--- src/rtl/desc_pkg.sv ---
package desc_pkg;
  localparam int FLOW_LSB = 12;
  localparam int ND_LSB   = 8;
  localparam int WD_LSB   = 2;
  localparam int NSLOT    = 9;

  localparam int ARRAY_MAX = 7;
  localparam int SMALL_MAX = 8;
  localparam int LARGE_MAX = 9;

  typedef enum logic [3:0] {
    FLOW_STOP  = 4'd0,
    FLOW_AUTO  = 4'd1,
    FLOW_ARRAY = 4'd4,
    FLOW_SMALL = 4'd6,
    FLOW_LARGE = 4'd7
  } flow_e;

  typedef enum logic [1:0] {
    S_IDLE,
    S_REQ,
    S_WAIT,
    S_FIN
  } seq_st_e;

  // slot positions, large-format order
  localparam int SL_NP_LO = 0;
  localparam int SL_NP_HI = 1;
  localparam int SL_SA_LO = 2;
  localparam int SL_SA_HI = 3;
  localparam int SL_CFG   = 4;
  localparam int SL_XC    = 5;
  localparam int SL_XM    = 6;
  localparam int SL_YC    = 7;
  localparam int SL_YM    = 8;
endpackage

--- src/rtl/desc_decode.sv ---
module desc_decode
  import desc_pkg::*;
#(
  parameter int NDW = 4
) (
  input  logic [3:0]     flow_i,
  input  logic [NDW-1:0] nd_i,
  output logic           legal_o,
  output logic           is_array_o,
  output logic           is_small_o
);
  always_comb begin
    legal_o    = 1'b0;
    is_array_o = 1'b0;
    is_small_o = 1'b0;
    case (flow_i)
      FLOW_STOP, FLOW_AUTO: legal_o = (nd_i == '0);
      FLOW_ARRAY: begin
        is_array_o = 1'b1;
        legal_o    = (nd_i != '0) && (int'(nd_i) <= ARRAY_MAX);
      end
      FLOW_SMALL: begin
        is_small_o = 1'b1;
        legal_o    = (nd_i != '0) && (int'(nd_i) <= SMALL_MAX);
      end
      FLOW_LARGE: legal_o = (nd_i != '0) && (int'(nd_i) <= LARGE_MAX);
      default:    legal_o = 1'b0;
    endcase
  end
endmodule

--- src/rtl/desc_slot_map.sv ---
module desc_slot_map
  import desc_pkg::*;
#(
  parameter int SW = 4
) (
  input  logic [SW-1:0] word_i,
  input  logic          is_array_i,
  input  logic          is_small_i,
  output logic [SW-1:0] slot_o
);
  // array skips both pointer halves, small skips only the high half
  always_comb begin
    if (is_array_i)
      slot_o = word_i + SW'(SL_SA_LO);
    else if (is_small_i && word_i != '0)
      slot_o = word_i + SW'(1);
    else
      slot_o = word_i;
  end
endmodule

--- src/rtl/desc_init.sv ---
module desc_init #(
  parameter int DW = 16,
  localparam int AW = 2 * DW
) (
  input  logic [AW-1:0] next_ptr_i,
  input  logic [AW-1:0] start_addr_i,
  input  logic [DW-1:0] x_cnt_i,
  input  logic [DW-1:0] y_cnt_i,
  input  logic [1:0]    wd_i,
  output logic [AW-1:0] cur_desc_o,
  output logic [AW-1:0] cur_addr_o,
  output logic [DW-1:0] cur_x_o,
  output logic [DW-1:0] cur_y_o,
  output logic          misalign_o
);
  assign cur_desc_o = next_ptr_i;
  assign cur_addr_o = start_addr_i;
  assign cur_x_o    = (x_cnt_i == '0) ? '1 : x_cnt_i;
  assign cur_y_o    = (y_cnt_i == '0) ? '1 : y_cnt_i;

  always_comb begin
    case (wd_i)
      2'd0:    misalign_o = 1'b0;
      2'd1:    misalign_o = start_addr_i[0];
      2'd2:    misalign_o = |start_addr_i[1:0];
      default: misalign_o = 1'b1;
    endcase
  end
endmodule

--- src/rtl/desc_fetch_seq.sv ---
module desc_fetch_seq
  import desc_pkg::*;
#(
  parameter int DW  = 16,
  parameter int NDW = 4
) (
  input  logic            clk_i,
  input  logic            rst_ni,
  input  logic            start_i,
  input  logic [DW-1:0]   cfg_i,
  input  logic [2*DW-1:0] next_ptr_i,
  input  logic [2*DW-1:0] curr_desc_i,
  input  logic [2*DW-1:0] start_addr_i,
  input  logic [DW-1:0]   x_count_i,
  input  logic [DW-1:0]   x_mod_i,
  input  logic [DW-1:0]   y_count_i,
  input  logic [DW-1:0]   y_mod_i,
  output logic            rd_req_o,
  output logic [2*DW-1:0] rd_addr_o,
  input  logic            rd_valid_i,
  input  logic [DW-1:0]   rd_data_i,
  output logic            busy_o,
  output logic            done_o,
  output logic            err_o,
  output logic [DW-1:0]   cfg_o,
  output logic [2*DW-1:0] next_ptr_o,
  output logic [2*DW-1:0] start_addr_o,
  output logic [DW-1:0]   x_count_o,
  output logic [DW-1:0]   x_mod_o,
  output logic [DW-1:0]   y_count_o,
  output logic [DW-1:0]   y_mod_o,
  output logic [2*DW-1:0] curr_desc_o,
  output logic [2*DW-1:0] curr_addr_o,
  output logic [DW-1:0]   curr_x_o,
  output logic [DW-1:0]   curr_y_o
);
  localparam int AW = 2 * DW;
  localparam int SW = NDW;

  seq_st_e       st_q;
  logic [SW-1:0] k_q, nd_q;
  logic [AW-1:0] base_q;
  logic          arr_q, sml_q, err_q, done_q;
  logic [AW-1:0] cdesc_q, caddr_q;
  logic [DW-1:0] cx_q, cy_q;
  logic [DW-1:0] slot_q [NSLOT];
  logic [DW-1:0] init_w [NSLOT];

  logic          legal, is_arr, is_sml;
  logic [SW-1:0] slot_idx;
  logic [AW-1:0] i_desc, i_addr;
  logic [DW-1:0] i_x, i_y;
  logic          misalign;
  logic          accept, take_word;

  desc_decode #(.NDW(NDW)) u_dec (
    .flow_i    (cfg_i[FLOW_LSB +: 4]),
    .nd_i      (cfg_i[ND_LSB +: NDW]),
    .legal_o   (legal),
    .is_array_o(is_arr),
    .is_small_o(is_sml)
  );

  desc_slot_map #(.SW(SW)) u_map (
    .word_i    (k_q),
    .is_array_i(arr_q),
    .is_small_i(sml_q),
    .slot_o    (slot_idx)
  );

  desc_init #(.DW(DW)) u_init (
    .next_ptr_i  ({slot_q[SL_NP_HI], slot_q[SL_NP_LO]}),
    .start_addr_i({slot_q[SL_SA_HI], slot_q[SL_SA_LO]}),
    .x_cnt_i     (slot_q[SL_XC]),
    .y_cnt_i     (slot_q[SL_YC]),
    .wd_i        (slot_q[SL_CFG][WD_LSB +: 2]),
    .cur_desc_o  (i_desc),
    .cur_addr_o  (i_addr),
    .cur_x_o     (i_x),
    .cur_y_o     (i_y),
    .misalign_o  (misalign)
  );

  assign accept    = start_i && (st_q == S_IDLE) && legal;
  assign take_word = (st_q == S_WAIT) && rd_valid_i;

  always_comb begin
    init_w[SL_NP_LO] = next_ptr_i[DW-1:0];
    init_w[SL_NP_HI] = next_ptr_i[AW-1:DW];
    init_w[SL_SA_LO] = start_addr_i[DW-1:0];
    init_w[SL_SA_HI] = start_addr_i[AW-1:DW];
    init_w[SL_CFG]   = cfg_i;
    init_w[SL_XC]    = x_count_i;
    init_w[SL_XM]    = x_mod_i;
    init_w[SL_YC]    = y_count_i;
    init_w[SL_YM]    = y_mod_i;
  end

  for (genvar g = 0; g < NSLOT; g++) begin : g_slot
    always_ff @(posedge clk_i or negedge rst_ni) begin
      if (!rst_ni)
        slot_q[g] <= '0;
      else if (accept)
        slot_q[g] <= init_w[g];
      else if (take_word && slot_idx == SW'(g))
        slot_q[g] <= rd_data_i;
    end
  end

  always_ff @(posedge clk_i or negedge rst_ni) begin
    if (!rst_ni) begin
      st_q    <= S_IDLE;
      k_q     <= '0;
      nd_q    <= '0;
      base_q  <= '0;
      arr_q   <= 1'b0;
      sml_q   <= 1'b0;
      err_q   <= 1'b0;
      done_q  <= 1'b0;
      cdesc_q <= '0;
      caddr_q <= '0;
      cx_q    <= '0;
      cy_q    <= '0;
    end else begin
      done_q <= 1'b0;
      case (st_q)
        S_IDLE: begin
          if (start_i) begin
            if (!legal) begin
              err_q  <= 1'b1;
              done_q <= 1'b1;
            end else begin
              err_q  <= 1'b0;
              nd_q   <= cfg_i[ND_LSB +: NDW];
              k_q    <= '0;
              arr_q  <= is_arr;
              sml_q  <= is_sml;
              base_q <= is_arr ? curr_desc_i : next_ptr_i;
              st_q   <= (cfg_i[ND_LSB +: NDW] == '0) ? S_FIN : S_REQ;
            end
          end
        end
        S_REQ: st_q <= S_WAIT;
        S_WAIT: begin
          if (rd_valid_i) begin
            k_q  <= k_q + SW'(1);
            st_q <= (k_q + SW'(1) == nd_q) ? S_FIN : S_REQ;
          end
        end
        S_FIN: begin
          cdesc_q <= i_desc;
          caddr_q <= i_addr;
          cx_q    <= i_x;
          cy_q    <= i_y;
          err_q   <= misalign;
          done_q  <= 1'b1;
          st_q    <= S_IDLE;
        end
        default: st_q <= S_IDLE;
      endcase
    end
  end

  assign rd_req_o     = (st_q == S_REQ);
  assign rd_addr_o    = base_q + AW'({k_q, 1'b0});
  assign busy_o       = (st_q != S_IDLE);
  assign done_o       = done_q;
  assign err_o        = err_q;
  assign cfg_o        = slot_q[SL_CFG];
  assign next_ptr_o   = {slot_q[SL_NP_HI], slot_q[SL_NP_LO]};
  assign start_addr_o = {slot_q[SL_SA_HI], slot_q[SL_SA_LO]};
  assign x_count_o    = slot_q[SL_XC];
  assign x_mod_o      = slot_q[SL_XM];
  assign y_count_o    = slot_q[SL_YC];
  assign y_mod_o      = slot_q[SL_YM];
  assign curr_desc_o  = cdesc_q;
  assign curr_addr_o  = caddr_q;
  assign curr_x_o     = cx_q;
  assign curr_y_o     = cy_q;

  AST_ILLEGAL_START: assert property (@(posedge clk_i) disable iff (!rst_ni)
    (start_i && !busy_o && !legal) |=> (err_o && done_o && !rd_req_o && !busy_o));
  AST_REQ_SINGLE: assert property (@(posedge clk_i) disable iff (!rst_ni)
    rd_req_o |=> !rd_req_o);
  AST_WORD_BOUND: assert property (@(posedge clk_i) disable iff (!rst_ni)
    busy_o |-> (k_q <= nd_q));
  AST_DONE_PULSE: assert property (@(posedge clk_i) disable iff (!rst_ni)
    done_o |=> !done_o);
  AST_CNT_NONZERO: assert property (@(posedge clk_i) disable iff (!rst_ni)
    (done_o && !err_o) |-> (curr_x_o != '0 && curr_y_o != '0));
  AST_BUSY_START: assert property (@(posedge clk_i) disable iff (!rst_ni)
    (start_i && busy_o) |=> ($stable(nd_q) && $stable(base_q)));
endmodule

--- config.mk ---
export PLATFORM = sky130hd
export DESIGN_NAME = desc_fetch_seq
export DESIGN_NICKNAME = d
export VERILOG_FILES = /design/src/rtl/desc_pkg.sv /design/src/rtl/desc_decode.sv /design/src/rtl/desc_slot_map.sv /design/src/rtl/desc_init.sv /design/src/rtl/desc_fetch_seq.sv
export SDC_FILE = /design/constraint.sdc
export NUM_CORES = 1
export LEC_CHECK = 0
export BUFFER_PORTS_ARGS = -buffer_cell sky130_fd_sc_hd__buf_2
export CORE_MARGIN = 10
export CORE_UTILIZATION = 51
export DETAILED_ROUTE_END_ITERATION = 7
export PLACE_DENSITY = 0.89
export SYNTH_ARGS = -nofsm -noshare
export SYNTH_HDL_FRONTEND = slang
export SYNTH_SLANG_ARGS = --single-unit
--- constraint.sdc ---
create_clock -name clk_i -period 3.1 [get_ports clk_i]
set_input_delay 0.31 -clock clk_i [delete_from_list [all_inputs] [get_ports clk_i]]
set_output_delay 0.31 -clock clk_i [all_outputs]
set_load 0.01 [all_outputs]
* Yosys cells after proc, flatten, opt, wreduce, memory -nomap -nowiden
Index checks and enable logic that the tools add are counted.
** Cells by class
- Add/subtract/negate cells :: 3
- Magnitude comparators :: 3
- Eq/ne operators :: 21
- Muxes and demuxes :: 42
- Reductions and logical operators :: 43
** Operators by type and width (number)
- two-way mux 16 bit :: 20
- adder 32 x 5 -> 32 bit :: 1
- logical NOT 16 bit :: 2
- two-way mux 32 bit :: 1
- == test 4 x 3 -> 1 bit (second input constant) :: 7
- nonzero test 2 bit :: 12
- two-way mux 4 bit :: 5
- logical AND 1 bit :: 16
- logical NOT 4 bit :: 3
- two-way mux 2 bit :: 5
- == test 4 x 1 -> 1 bit (second input constant) :: 2
- == test 4 x 2 -> 1 bit (second input constant) :: 2
- less-or-equal comparator 4 bit (second input constant) :: 2
- one-hot mux 2 bit (4 select lines) :: 1
- one-hot mux 4 bit (2 select lines) :: 1
- nonzero test 4 bit :: 2
- == test 2 bit (second input constant) :: 3
- != test 2 bit (second input constant) :: 3
- AND reduction 3 bit :: 2
- two-way mux 1 bit :: 5
- adder 4 x 1 -> 4 bit (second input constant) :: 1
- adder 4 x 2 -> 4 bit (second input constant) :: 1
- == test 2 x 1 -> 1 bit (second input constant) :: 2
- == test 4 bit :: 1
- 9 further kinds :: 12
** Storage, ports and cells
- Register bits :: 286
- Bits of input ports :: 196
- Logic and storage cells :: 133

* Longest topological paths before layout
Gate-level depths: netlist (run 1).
- Depth in word-level cells :: 8
- Depth in mapped cells :: 10

* Hierarchy
From an unflattened synthesis (run 1), not the netlist that was laid out.
** Unflattened totals
- Cell total of the unflattened synthesis :: 1363
- Area total of the unflattened synthesis :: 14856.7 µm²
** By module, submodules not included
- desc_fetch_seq :: times used 1, cells an instance 1172, area each 13364.1 µm²
- desc_init :: times used 1, cells an instance 155, area each 1249.9 µm²
- desc_slot_map :: times used 1, cells an instance 24, area each 168.9 µm²
- desc_decode :: times used 1, cells an instance 12, area each 73.8 µm²

* Least setup slack after synthesis (run 1)
OpenSTA, ideal clock, no wires.
- Path type :: flip-flop to flip-flop
- From :: register k_q[1]
- To :: register slot_q (netlist bit start_addr_o[29])
- Arrival :: 2605 ps
- Data required time :: 3013 ps
- Setup slack :: 408 ps
- Stages on the path, launching flop included :: 11
- Buffers on the path :: 3
- Cells stage by stage :: dfrtp_1 -> inv_1 -> ha_1 -> or3b_4 -> a2111o_1 -> and3_4 -> buf_6 -> or3_1 -> buf_2 -> buf_6 -> o211ai_1
** On the way
- Word-level cells in the longest chain between the ends :: 7
- Elaborated cells on any way between the ends :: 9
- Classes of those cells :: add/sub (2); eq/ne (1); mux (2); reduce/logical (4)
** RTL lines
- from (decl) :: line desc_fetch_seq.sv:41 : logic [SW-1:0] k_q, nd_q;
- from (signal assigned) :: line desc_fetch_seq.sv:146 : k_q <= k_q + SW'(1);
- parallel branches: the longest is 3 deep, another holds adder 4 x 1 -> 4 bit
- two-way mux 4 bit * :: line desc_slot_map.sv:13 : if (is_array_i)
- == test 4 x 2 -> 1 bit * :: line desc_fetch_seq.sv:105 : else if (take_word && slot_idx == SW'(g))
- logical AND 1 bit * :: line desc_fetch_seq.sv:105
- nonzero test 2 bit (no source line) *
- to (signal, indexed assignment) :: line desc_fetch_seq.sv:104 : slot_q[g] <= init_w[g];
- to (signal, indexed assignment) :: line desc_fetch_seq.sv:106 : slot_q[g] <= rd_data_i;
- to (decl) :: line desc_fetch_seq.sv:46 : logic [DW-1:0] slot_q [NSLOT];
Every way passes the cells marked *.
A chain may end at the register's enable or synchronous reset.

* Final worst setup path (run 1)
- From :: register k_q[2]
- To :: output rd_addr_o[19]
** On the way
- Word-level cells in the longest chain between the ends :: 1
** RTL lines
- adder 32 x 5 -> 32 bit :: line desc_fetch_seq.sv:165 : assign rd_addr_o = base_q + AW'({k_q, 1'b0});
- to (decl) :: line desc_fetch_seq.sv:19 : output logic [2*DW-1:0] rd_addr_o,
Every way passes these cells.

==> out/results.ini, run 1 <==
[run_status]
status=complete, no violations

[timing]
finalClockSkew_ps=6.82
worst_pin_slew_ps=863
timing.final.crit_share=0.971
rsz0062_at_grt=true
slew_violations=0
layout_min_cycle_time_ps=3010
fmax_mhz=332
hold_viol_final=0
setup_viol=0
relSlewSlack=0.425

[worst_setup_path]
path_cells=ha_1, nor2b_1, o21a_2, o21ai_4, buf_4, nor2_1, xnor2_1, buf_2
rr_endpoint=y_count_o[12]
endpoint=rd_addr_o[19]
reg2reg_from=k_q[1]
r2r_cells=7
cp-end-kind=primary output
start_kind=register
critical_path_required_ps=2790
cp_num_buf_inv=2
cpPeakStageDelay_ps=520
crit_slowest_cell=dfrtp_1
cp_top_family=compound AO/OA/AOI/OAI gates
rrSetupSlack_ps=100
crit_fanout=10
crit_start=k_q[2]
worstPathArrival_ps=2700
cp.depth=8
crit_type=reg -> out

[synth]
synth_edf_count=0
ys.warnings.count=0
synth_cell_types=59
synthesis.area_um2=13700
seq_area_frac_synth=0.522
syn_inst=1284
synth_top_area_frac=0.522
syn_area_per_cell_um2=10.7
ys_top_cells_by_area=dfrtp_1, o211ai_1, nand2_1
async_flop_share=1.00
ys_seq_elements=286
syn_nets=1492
yosysTopAreaCell=dfrtp_1
synthFlopType=dfrtp_1

[layout]
drive_gt1_frac=0.388
stdcell_area_um2=17900
mostFrequentLayoutCell=buf_2
layout_common_cells=buf_2, dfrtp_1, nand2_1
final_net_count=1942
syn_to_final_growth_pct=30.4

[power]
power.density_nw_per_um2=1020
peakVddDrop_v=0.000680
power.leakage_nw=8.23
totalPowerFinal_w=0.0182

[cts]
cts_root_buffer=clkbuf_16
clk_path_buf_depth=3
clk_latency_ps=500
clkSinkCount=286
cts_tree=yes
htree_levels=2
cts_buffers=34
clk_pin_slew_ps=60

[floorplanning]
dieHeight_um=184
core_region_area_um2=26300
initial_utilization=0.522
die_w_um=184
num_rows=59
fp.dieArea_um2=33800
ios=472

[flow_run]
maxCapViolations=0

[place]
dpl.hpwl_um=41000
io_buffers=471
finalWeightedCongestion=0.932
placed_cell_area_um2=16600

[grt]
first_global_vias=13900
grt_max_degree=92
grt.total_usage=0.323
grt_pass1_wl_um=84900
grt_overflow=0
antenna_found_initial=9

[detailed_routing]
first_pass_iters=5
wirelength_um=57400
drcViolationCount=0
drt_iter0_drc=1732
vias_per_cell=6.56
vias=13800
antenna_left=0
routedWlPerCell_um=27.3

[hold_path]
hold_class=in -> reg

[layer usage]
metal | GRT usage | wire, um | vias to the layer above
met5 | 0 | 12 | -
met4 | 0.166 | 3040 | 2
met3 | 0.114 | 7060 | 217
met2 | 0.528 | 27200 | 1038
met1 | 0.368 | 20000 | 6734
li1 | - | - | 5766
[metrics by stage]
step	hold WS [ps]	TNS [ps]	worst slack, ps	utilization	std cells
6_report	28.2	0	89.4	0.680	2098
5_1_grt	33.7	-283	-72.3	0.680	2096
4_1_cts	15.0	-45.9	-23.7	0.676	2085
3_5_place_dp	382	0	56.8	0.632	2027
3_3_place_gp	363	0	271	0.632	2027
2_1_floorplan	14.4	0	408	-	1284
[tightest hold or removal path: stages]
cell and delay, ps:
buf_2 70, nand2_1 40, o211ai_1 70
[layout make-up]
cell class / instances / area [um2]
Fill cell: 1912 / 8400
Sequential cell: 286 / 7160
Antenna cell: 8 / 20.0
Clock inverter: 9 / 98.8
Multi-Input combinational cell: 860 / 6170
Timing Repair Buffer: 536 / 2960
Inverter: 16 / 60.1
Tap cell: 335 / 419
Clock buffer: 48 / 995
[flip-flops by register name, indices dropped and copies added (netlist names)]
register	flops
curr_addr_o	32
err_o	1
cfg_o	16
start_addr_o	32
st_q	2
sml_q	1
x_mod_o	16
x_count_o	16
y_mod_o	16
k_q	4
nd_q	4
next_ptr_o	32
curr_x_o	16
done_o	1
curr_y_o	16
arr_q	1
y_count_o	16
curr_desc_o	32
base_q	32
[Yosys cell counts (all sizes together), types with 2 or more instances]
cell type	n
and3	8
o311ai	80
inv	16
o22a	33
nand2	221
a21boi	2
nand4	4
ha	11
dfrtp	286
nand3	16
a22o	3
nand3b	2
o221ai	6
o211ai	204
nand2b	7
and4	3
clkbuf	106
o21a	6
xnor2	17
mux2	65
nor3	13
nor2	14
nor4	18
and2	2
o22ai	2
xor2	15
nor2b	3
mux2i	34
a21oi	4
o21ai	37
a2111oi	3
or3	6
buf	16
nor3b	2
[logic make-up (layout without fill, tap and decap cells)]
group           after synthesis  after routing  synth area share
compound gates              393            393             0.221
xor+xnor                     33             33            0.0222
fa+ha+maj                    12             12            0.0115
buf+inv                     138            609            0.0405
flops                       286            286             0.522
mux                          99             99            0.0782
other cells                   0              8                 0
simple gates                323            323             0.104
[where the power goes]
group | internal, W | switching (W) | total [W] | leakage (nW)
clock network | 0.00239 | 0.00157 | 0.00396 | 0.545
logic | 0.00317 | 0.00405 | 0.00722 | 4.08
registers | 0.00545 | 0.00155 | 0.00701 | 3.61
[timing repair]
action / 4_1_cts / 5_1_grt
hold endpoints to repair: 86 / 0
hold buffers: 1 / 0
resized for setup: 8 / 20
pin swaps: 1 / 5
setup endpoints to repair: 10 / 111
setup buffers: 0 / 5
[how the worst min path moves through the flow]
stage | to | startpoint | cells after the start
after global routing | start_addr_o[21] | start_addr_i[21] | 3
after detailed placement | curr_addr_o[4] | rst_ni | 1
after floorplan | arr_q | rst_ni | 0
final | x_count_o[6] | x_count_i[6] | 3
after global placement | curr_addr_o[4] | rst_ni | 1
after CTS | start_addr_o[4] | start_addr_i[4] | 3
Power figures use the tool's default switching activity.
==> run 2: changes to the inputs <==
- CORE_ASPECT_RATIO: unset -> 1.4
- CORE_UTILIZATION: 51 -> 52
- SYNTH_HIERARCHICAL: unset -> 1
==> run 2 against run 1 <==
Compared with the run above: routed wire length rose by 0.98%; combinational power rose by 2.8%; register-to-register slack improved by 180 ps; area after synthesis up 8.4%; synthesized cell count rose by 6.2%; global-route usage down 1.3 points; largest cell class unchanged; largest power group unchanged; highest routed layer is now met4.
==> out/results.ini, run 2 <==
[run_status]
status=complete, no violations  ; unchanged

[layout]
drive_gt1_frac=0.371  ; was 0.388
layout_common_cells=buf_2, dfrtp_1, nand2_1  ; unchanged
nFillCells=1949  ; was 1912
syn_to_final_growth_pct=28.7  ; was 30.4%
final_net_count=2052  ; was 1942
mostFrequentLayoutCell=buf_2  ; unchanged

[synth]
synth_compound_area_frac=0.104  ; was 0.221
muxShareOfSynthArea=0.193  ; was 0.0782
synth_top_area_frac=0.482  ; was 0.522
ys_top_cells_by_area=dfrtp_1, mux2i_1, mux2_2  ; was dfrtp_1, o211ai_1, nand2_1
syn_inst=1363  ; was 1284
synth_edf_count=0  ; unchanged
syn_nets=1572  ; was 1492
synth_cell_types=65  ; was 59
yosysTopAreaCell=dfrtp_1  ; unchanged
yosys-top-cells-count=dfrtp_1, nand2_1, mux2i_1, o21ai_0, mux2_2  ; was dfrtp_1, nand2_1, o211ai_1, clkbuf_1, o311ai_0
synthAdderAreaFrac=0.0115  ; about the same
yosysMostFrequentCell=dfrtp_1  ; unchanged
ys_seq_elements=286  ; unchanged
async_flop_share=1.00  ; unchanged
synthFlopType=dfrtp_1  ; unchanged
seq_area_frac_synth=0.482  ; was 0.522
synthesis.area_um2=14900  ; was 13700 um2
ys.warnings.count=6  ; was 0
synth_top_family_by_area=multiplexers  ; was compound AO/OA/AOI/OAI gates
synthSimpleGateAreaFrac=0.0985  ; was 0.104
syn_area_per_cell_um2=10.9  ; was 10.7 um2
yosys.area_share.xor_xnor=0.0216  ; was 0.0222

[worst_setup_path]
rrSetupSlack_ps=280  ; was 100 ps
reg2reg_from=k_q[1]  ; unchanged
endpoint=rd_addr_o[31]  ; was rd_addr_o[19]
worstPathArrival_ps=2660  ; was 2700 ps
crit_start=k_q[0]  ; was k_q[2]
critical_path_required_ps=2790  ; about the same
rr_endpoint=start_addr_o[16]  ; was y_count_o[12]
cp-end-kind=primary output  ; unchanged
r2r_cells=10  ; was 7
start_kind=register  ; unchanged
crit_fanout=11  ; was 10
crit_type=reg -> out  ; unchanged

[power]
power.density_nw_per_um2=942  ; was 1020 nW/um2
peakVddDrop_v=0.000698  ; was 0.000680 V
power.leakage_nw=9.41  ; was 8.23 nW

[timing]
finalClockSkew_ps=31.0  ; was 6.82 ps
layout_min_cycle_time_ps=2970  ; was 3010 ps
timing.final.crit_share=0.957  ; was 0.971
fmax_mhz=337  ; was 332 MHz
worst_pin_slew_ps=795  ; was 863 ps
whs_ps=25.9  ; was 28.2 ps
setup_viol=0  ; unchanged
rsz0062_at_grt=false  ; was true
slew_violations=0  ; unchanged
hold_viol_final=0  ; unchanged
relSlewSlack=0.470  ; was 0.425
tns_ps=0  ; unchanged
setup_slack_ps=134  ; was 89.4 ps

[grt]
grt_pass1_wl_um=86000  ; was 84900 um
first_global_vias=14200  ; was 13.9k
grt_overflow=0  ; unchanged
antenna_found_initial=0  ; was 9
grt_max_degree=117  ; was 92
grt.total_usage=0.310  ; was 0.323

[place]
dp_slack_ps=358  ; was 56.8 ps
dpl.hpwl_um=38600  ; was 41000 um
io_buffers=471  ; unchanged
finalWeightedCongestion=0.933  ; was 0.932

[floorplanning]
die_w_um=163  ; was 184 um
dieHeight_um=220  ; was 184 um
initial_utilization=0.525  ; was 0.522
fp.dieArea_um2=35800  ; was 33800 um2
ios=472  ; unchanged
num_rows=73  ; was 59
core_region_area_um2=28300  ; was 26300 um2

[detailed_routing]
vias_per_cell=5.95  ; was 6.56
routed.top_layer=met4  ; was met5
first_pass_iters=7  ; was 5
drcViolationCount=0  ; unchanged
wirelength_um=57900  ; was 57400 um
routedWlPerCell_um=25.9  ; was 27.3 um
met3_length_um=5390  ; was 7060 um
wl_met2_um=28600  ; was 27200 um
drt_iter0_drc=1240  ; was 1732
vias=13300  ; was 13.8k
m1WireLength_um=19000  ; was 20000 um
antenna_left=0  ; unchanged

[cts]
cts_buffers=29  ; was 34
post-cts-setup-buffers=0  ; unchanged
clk_latency_ps=580  ; was 500 ps
cts_tree=yes  ; unchanged
clk_pin_slew_ps=60  ; about the same
clkSinkCount=286  ; unchanged
htree_levels=1  ; was 2
clk_path_buf_depth=3  ; unchanged
cts_root_buffer=clkbuf_16  ; unchanged

[hold_path]
hold_class=in -> reg  ; unchanged

[flow_run]
maxCapViolations=0  ; unchanged

[run 2: cell count changes after synthesis, sizes merged, moves of 10 or more]
| cell | before | now |
|---|---|---|
| o41ai | 1 | 32 |
| o211ai | 204 | 0 |
| inv | 16 | 45 |
| nand2 | 221 | 205 |
| clkbuf | 106 | 32 |
| o22a | 33 | 0 |
| o21ai | 37 | 182 |
| nor4 | 18 | 4 |
| o311ai | 80 | 0 |
| buf | 16 | 139 |
| mux2i | 34 | 176 |
| mux2 | 65 | 98 |
| or4 | 0 | 10 |
[run 2: cell families (layout without fill, tap and decap cells)]
logic type,Yosys count,count (layout)
compound gates,241,241
xor+xnor,35,35
fa+ha+maj,13,13
buf+inv,216,717
flops,286,286
mux,274,274
other cells,0,2
simple gates,298,298
[run 2: worst max-delay path, stage by stage (launching register included)]
cell and delay [ps]:
dfrtp_1 340, buf_4 190, ha_1 220, fa_1 220
nand3_1 140, a211oi_1 220, buf_4 230, nand4_1 210
xnor2_1 180, buf_2 150
[run 2: per-layer routing]
layer | vias to the layer above | GRT usage
li1 | 5624 | -
met1 | 6498 | 0.328
met2 | 901 | 0.522
met3 | 317 | 0.0784
met4 | 0 | 0.239
met5 | - | 0
[run 2: layout make-up]
class	count	area (um2)	area share
antenna	2	5.00	0.000262
clock buffer	40	817	0.0427
clock inverter	12	181	0.00949
inverter	45	169	0.00884
multi-input combinational	861	6410	0.335
sequential	286	7160	0.374
tap	375	469	0.0245
timing repair buffer	620	3910	0.205
[run 2: where the power goes]
group | leakage, nW | switching, W | total, W | internal (W)
clock | 0.475 | 0.00156 | 0.00373 | 0.00218
combinational | 5.29 | 0.00427 | 0.00742 | 0.00315
sequential | 3.64 | 0.00148 | 0.00686 | 0.00538
[run 2: per-stage QoR]
| stage | util | area (um2) | instances | total power (W) |
|---|---|---|---|---|
| floorplan | - | 14900 | 1363 | 0.0113 |
| global placement | 0.597 | 16900 | 2067 | 0.0135 |
| detailed placement | 0.597 | 16900 | 2067 | 0.0139 |
| CTS | 0.674 | 19100 | 2238 | 0.0178 |
| global route | 0.675 | 19100 | 2239 | 0.0188 |
| finish | 0.675 | 19100 | 2241 | 0.0180 |
[run 2: repair_timing]
| item | 4_1_cts | 5_1_grt |
|---|---|---|
| endpoints found under the hold margin | 196 | 1 |
| hold buffers | 119 | 1 |
| resized for setup | 0 | 1 |
| endpoints found under the setup margin | 0 | 7 |
[run 2: worst min path at each step]
| stage | to | startpoint | cells after the start | slack [ps] |
|---|---|---|---|---|
| global route | cfg_o[3] | cfg_i[3] | 3 | 20 |
| finish | x_mod_o[10] | x_mod_i[10] | 3 | 30 |
| floorplan | arr_q | rst_ni | 0 | 10 |
| detailed placement | curr_addr_o[11] | rst_ni | 1 | 350 |
| global placement | curr_addr_o[24] | rst_ni | 1 | 340 |
| CTS | y_count_o[2] | y_count_i[2] | 3 | 2 |
==> run 3: changes to the inputs <==
--- a/config.mk
+++ b/config.mk
@@ -8,2 +8,3 @@
 export BUFFER_PORTS_ARGS = -buffer_cell sky130_fd_sc_hd__buf_2
+export CAP_MARGIN = 20
 export CORE_ASPECT_RATIO = 1.4
--- a/constraint.sdc
+++ b/constraint.sdc
@@ -3,2 +3,2 @@
 set_output_delay 0.31 -clock clk_i [all_outputs]
-set_load 0.01 [all_outputs]
+set_load 0.05 [all_outputs]
==> run 3 against run 2 <==
Compared with the run above: first-iteration DRC count is 1.5% higher; die area stayed put; clock skew is 9.8 ps lower; critical path type unchanged; via count is 1.7% lower; non-clock buffer count is 4 lower; flip-flop and latch count stayed put.
==> out/results.ini, run 3 (synthesized netlist as in run 2, its figures left out) <==
[layout]
drive_gt1_frac=0.380  ; was 0.371
final_net_count=2047  ; was 2052
multi_input_area_um2=6470  ; was 6410 um2
stdcell_area_um2=19100  ; about the same
syn_to_final_growth_pct=28.9  ; was 28.7%
mostFrequentLayoutCell=buf_2  ; unchanged
nFillCells=1965  ; was 1949
layout_common_cells=buf_2, dfrtp_1, nand2_1  ; unchanged
regArea_um2=7160  ; unchanged

[floorplanning]
core_region_area_um2=28300  ; unchanged
num_rows=73  ; unchanged
die_w_um=163  ; unchanged
fp.dieArea_um2=35800  ; unchanged
ios=472  ; unchanged
dieHeight_um=220  ; unchanged
initial_utilization=0.525  ; unchanged

[cts]
clk_pin_slew_ps=60  ; about the same
clkSinkCount=286  ; unchanged
cts_buffers=28  ; was 29
clk_latency_ps=560  ; was 580 ps
cts_root_buffer=clkbuf_16  ; unchanged
htree_levels=1  ; unchanged
cts_tree=yes  ; unchanged
clk_path_buf_depth=3  ; unchanged

[worst_setup_path]
crit_slowest_cell=a211oi_4  ; was dfrtp_1
start_kind=register  ; unchanged
worstPathArrival_ps=2770  ; was 2660 ps
r2r_cells=11  ; was 10
crit_fanout=8  ; was 11
cpMostUsedCell=buf_6  ; was buf_4
cp-end-kind=primary output  ; unchanged
path_cells=buf_6, ha_4, fa_2, nand3_2, a211oi_4, buf_6, nand4_1, xnor2_1, buf_4  ; was buf_4, ha_1, fa_1, nand3_1, a211oi_1, buf_4, nand4_1, xnor2_1, buf_2
crit_type=reg -> out  ; unchanged
cpPeakStageDelay_ps=370  ; was 340 ps
critical_path_required_ps=2790  ; about the same

[grt]
grt_max_degree=119  ; was 117
grt_overflow=0  ; unchanged
antenna_found_initial=1  ; was 0
grt.total_usage=0.306  ; was 0.310
first_global_vias=14200  ; about the same
grt_pass1_wl_um=84500  ; was 86000 um

[detailed_routing]
vias=13100  ; was 13.3k
drcViolationCount=0  ; unchanged
first_pass_iters=6  ; was 7
vias_per_cell=5.85  ; was 5.95
antenna_left=0  ; unchanged
routedWlPerCell_um=25.5  ; was 25.9 um
drt_iter0_drc=1258  ; was 1240
wirelength_um=57100  ; was 57900 um

[run_status]
status=complete, no violations  ; unchanged

[timing]
fmax_mhz=324  ; was 337 MHz
layout_min_cycle_time_ps=3080  ; was 2970 ps
whs_ps=14.7  ; was 25.9 ps
slew_violations=0  ; unchanged
tns_ps=0  ; unchanged
relSlewSlack=0.386  ; was 0.470
timing.final.crit_share=0.995  ; was 0.957
worst_pin_slew_ps=921  ; was 795 ps
hold_viol_final=0  ; unchanged
setup_viol=0  ; unchanged
finalClockSkew_ps=21.3  ; was 31.0 ps

[place]
finalWeightedCongestion=0.917  ; was 0.933
io_buffers=471  ; unchanged
dpl.hpwl_um=37900  ; was 38600 um
placed_cell_area_um2=17000  ; was 16900 um2

[power]
power.leakage_nw=9.42  ; was 9.41 nW
power.density_nw_per_um2=1190  ; was 942 nW/um2
peakVddDrop_v=0.00105  ; was 0.000698 V

[hold_path]
worstHoldPathCells=3  ; unchanged
hold_class=in -> reg  ; unchanged

[flow_run]
maxCapViolations=0  ; unchanged

run 3: changes by cell type in the layout (fill, tap and decap cells not counted), moves of 3 or more:
cell	previous run	this run
diode_2	2	5
ha_1	11	8
dlygate4sd3_1	120	111
buf_2	470	466
buf_12	10	13
ha_4	1	4
buf_4	19	22
clkinv_2	1	7
run 3: timing repair:
| action | in CTS | in global routing |
|---|---|---|
| setup buffers | 0 | 3 |
| gates resized for setup | 2 | 18 |
| hold buffers | 111 | 0 |
| setup endpoints to repair | 2 | 20 |
| gates cloned | 0 | 1 |
| hold endpoints to repair | 210 | 0 |
| pin swaps | 0 | 3 |
run 3: metrics by stage:
stage / std cells / total power, W / util / setup WS [ps]
final: 2240 / 0.0229 / 0.676 / 16.0
after detailed placement: 2068 / 0.0189 / 0.599 / 438
after global placement: 2068 / 0.0185 / 0.599 / 552
after floorplan: 1363 / 0.0162 / - / 375
after CTS: 2231 / 0.0226 / 0.672 / 6.72
after global routing: 2236 / 0.0237 / 0.676 / -14.4
run 3: worst paths after layout:
kind	start	endpoint	slack [ps]
hold reg to reg	curr_desc_o[7]	curr_desc_o[7]	500
hold / removal	start_addr_i[2]	start_addr_o[2]	10
setup / recovery	k_q[0]	rd_addr_o[31]	20
setup reg to reg	k_q[0]	x_count_o[8]	260
max in group asynchronous	rst_ni	next_ptr_o[25]	1710
min in group asynchronous	rst_ni	curr_addr_o[26]	400
run 3: layer usage:
metal	share of wire	routed length, um	track usage
met2	0.49	28200	0.518
met1	0.33	18600	0.319
met3	0.097	5520	0.0807
met4	0.083	4750	0.229
met5	0	0	0
run 3: final cells by class:
cell class,count,share of cell area
Inverter,45,0.00882
Antenna cell,5,0.000653
Timing Repair Buffer,616,0.204
Clock inverter,12,0.00621
Multi-Input combinational cell,861,0.338
Tap cell,375,0.0245
Sequential cell,286,0.374
Clock buffer,40,0.0437
run 3: where the power goes:
group          leakage [nW]  switching (W)  internal [W]
logic                  5.30        0.00923       0.00320
registers              3.64        0.00149       0.00538
clock network         0.473        0.00152       0.00205
total                  9.42         0.0122        0.0106
run 3: worst max-delay path: cells and delay by family (launching register included):
family                     cells  cell delay [ps]
AOI/OAI and AO/OA              1              370
adders and majority gates      2              370
and+or+nand+nor                2              330
DFF                            1              360
xor gates and xnor gates       1              240
buffers and inverters          3              560
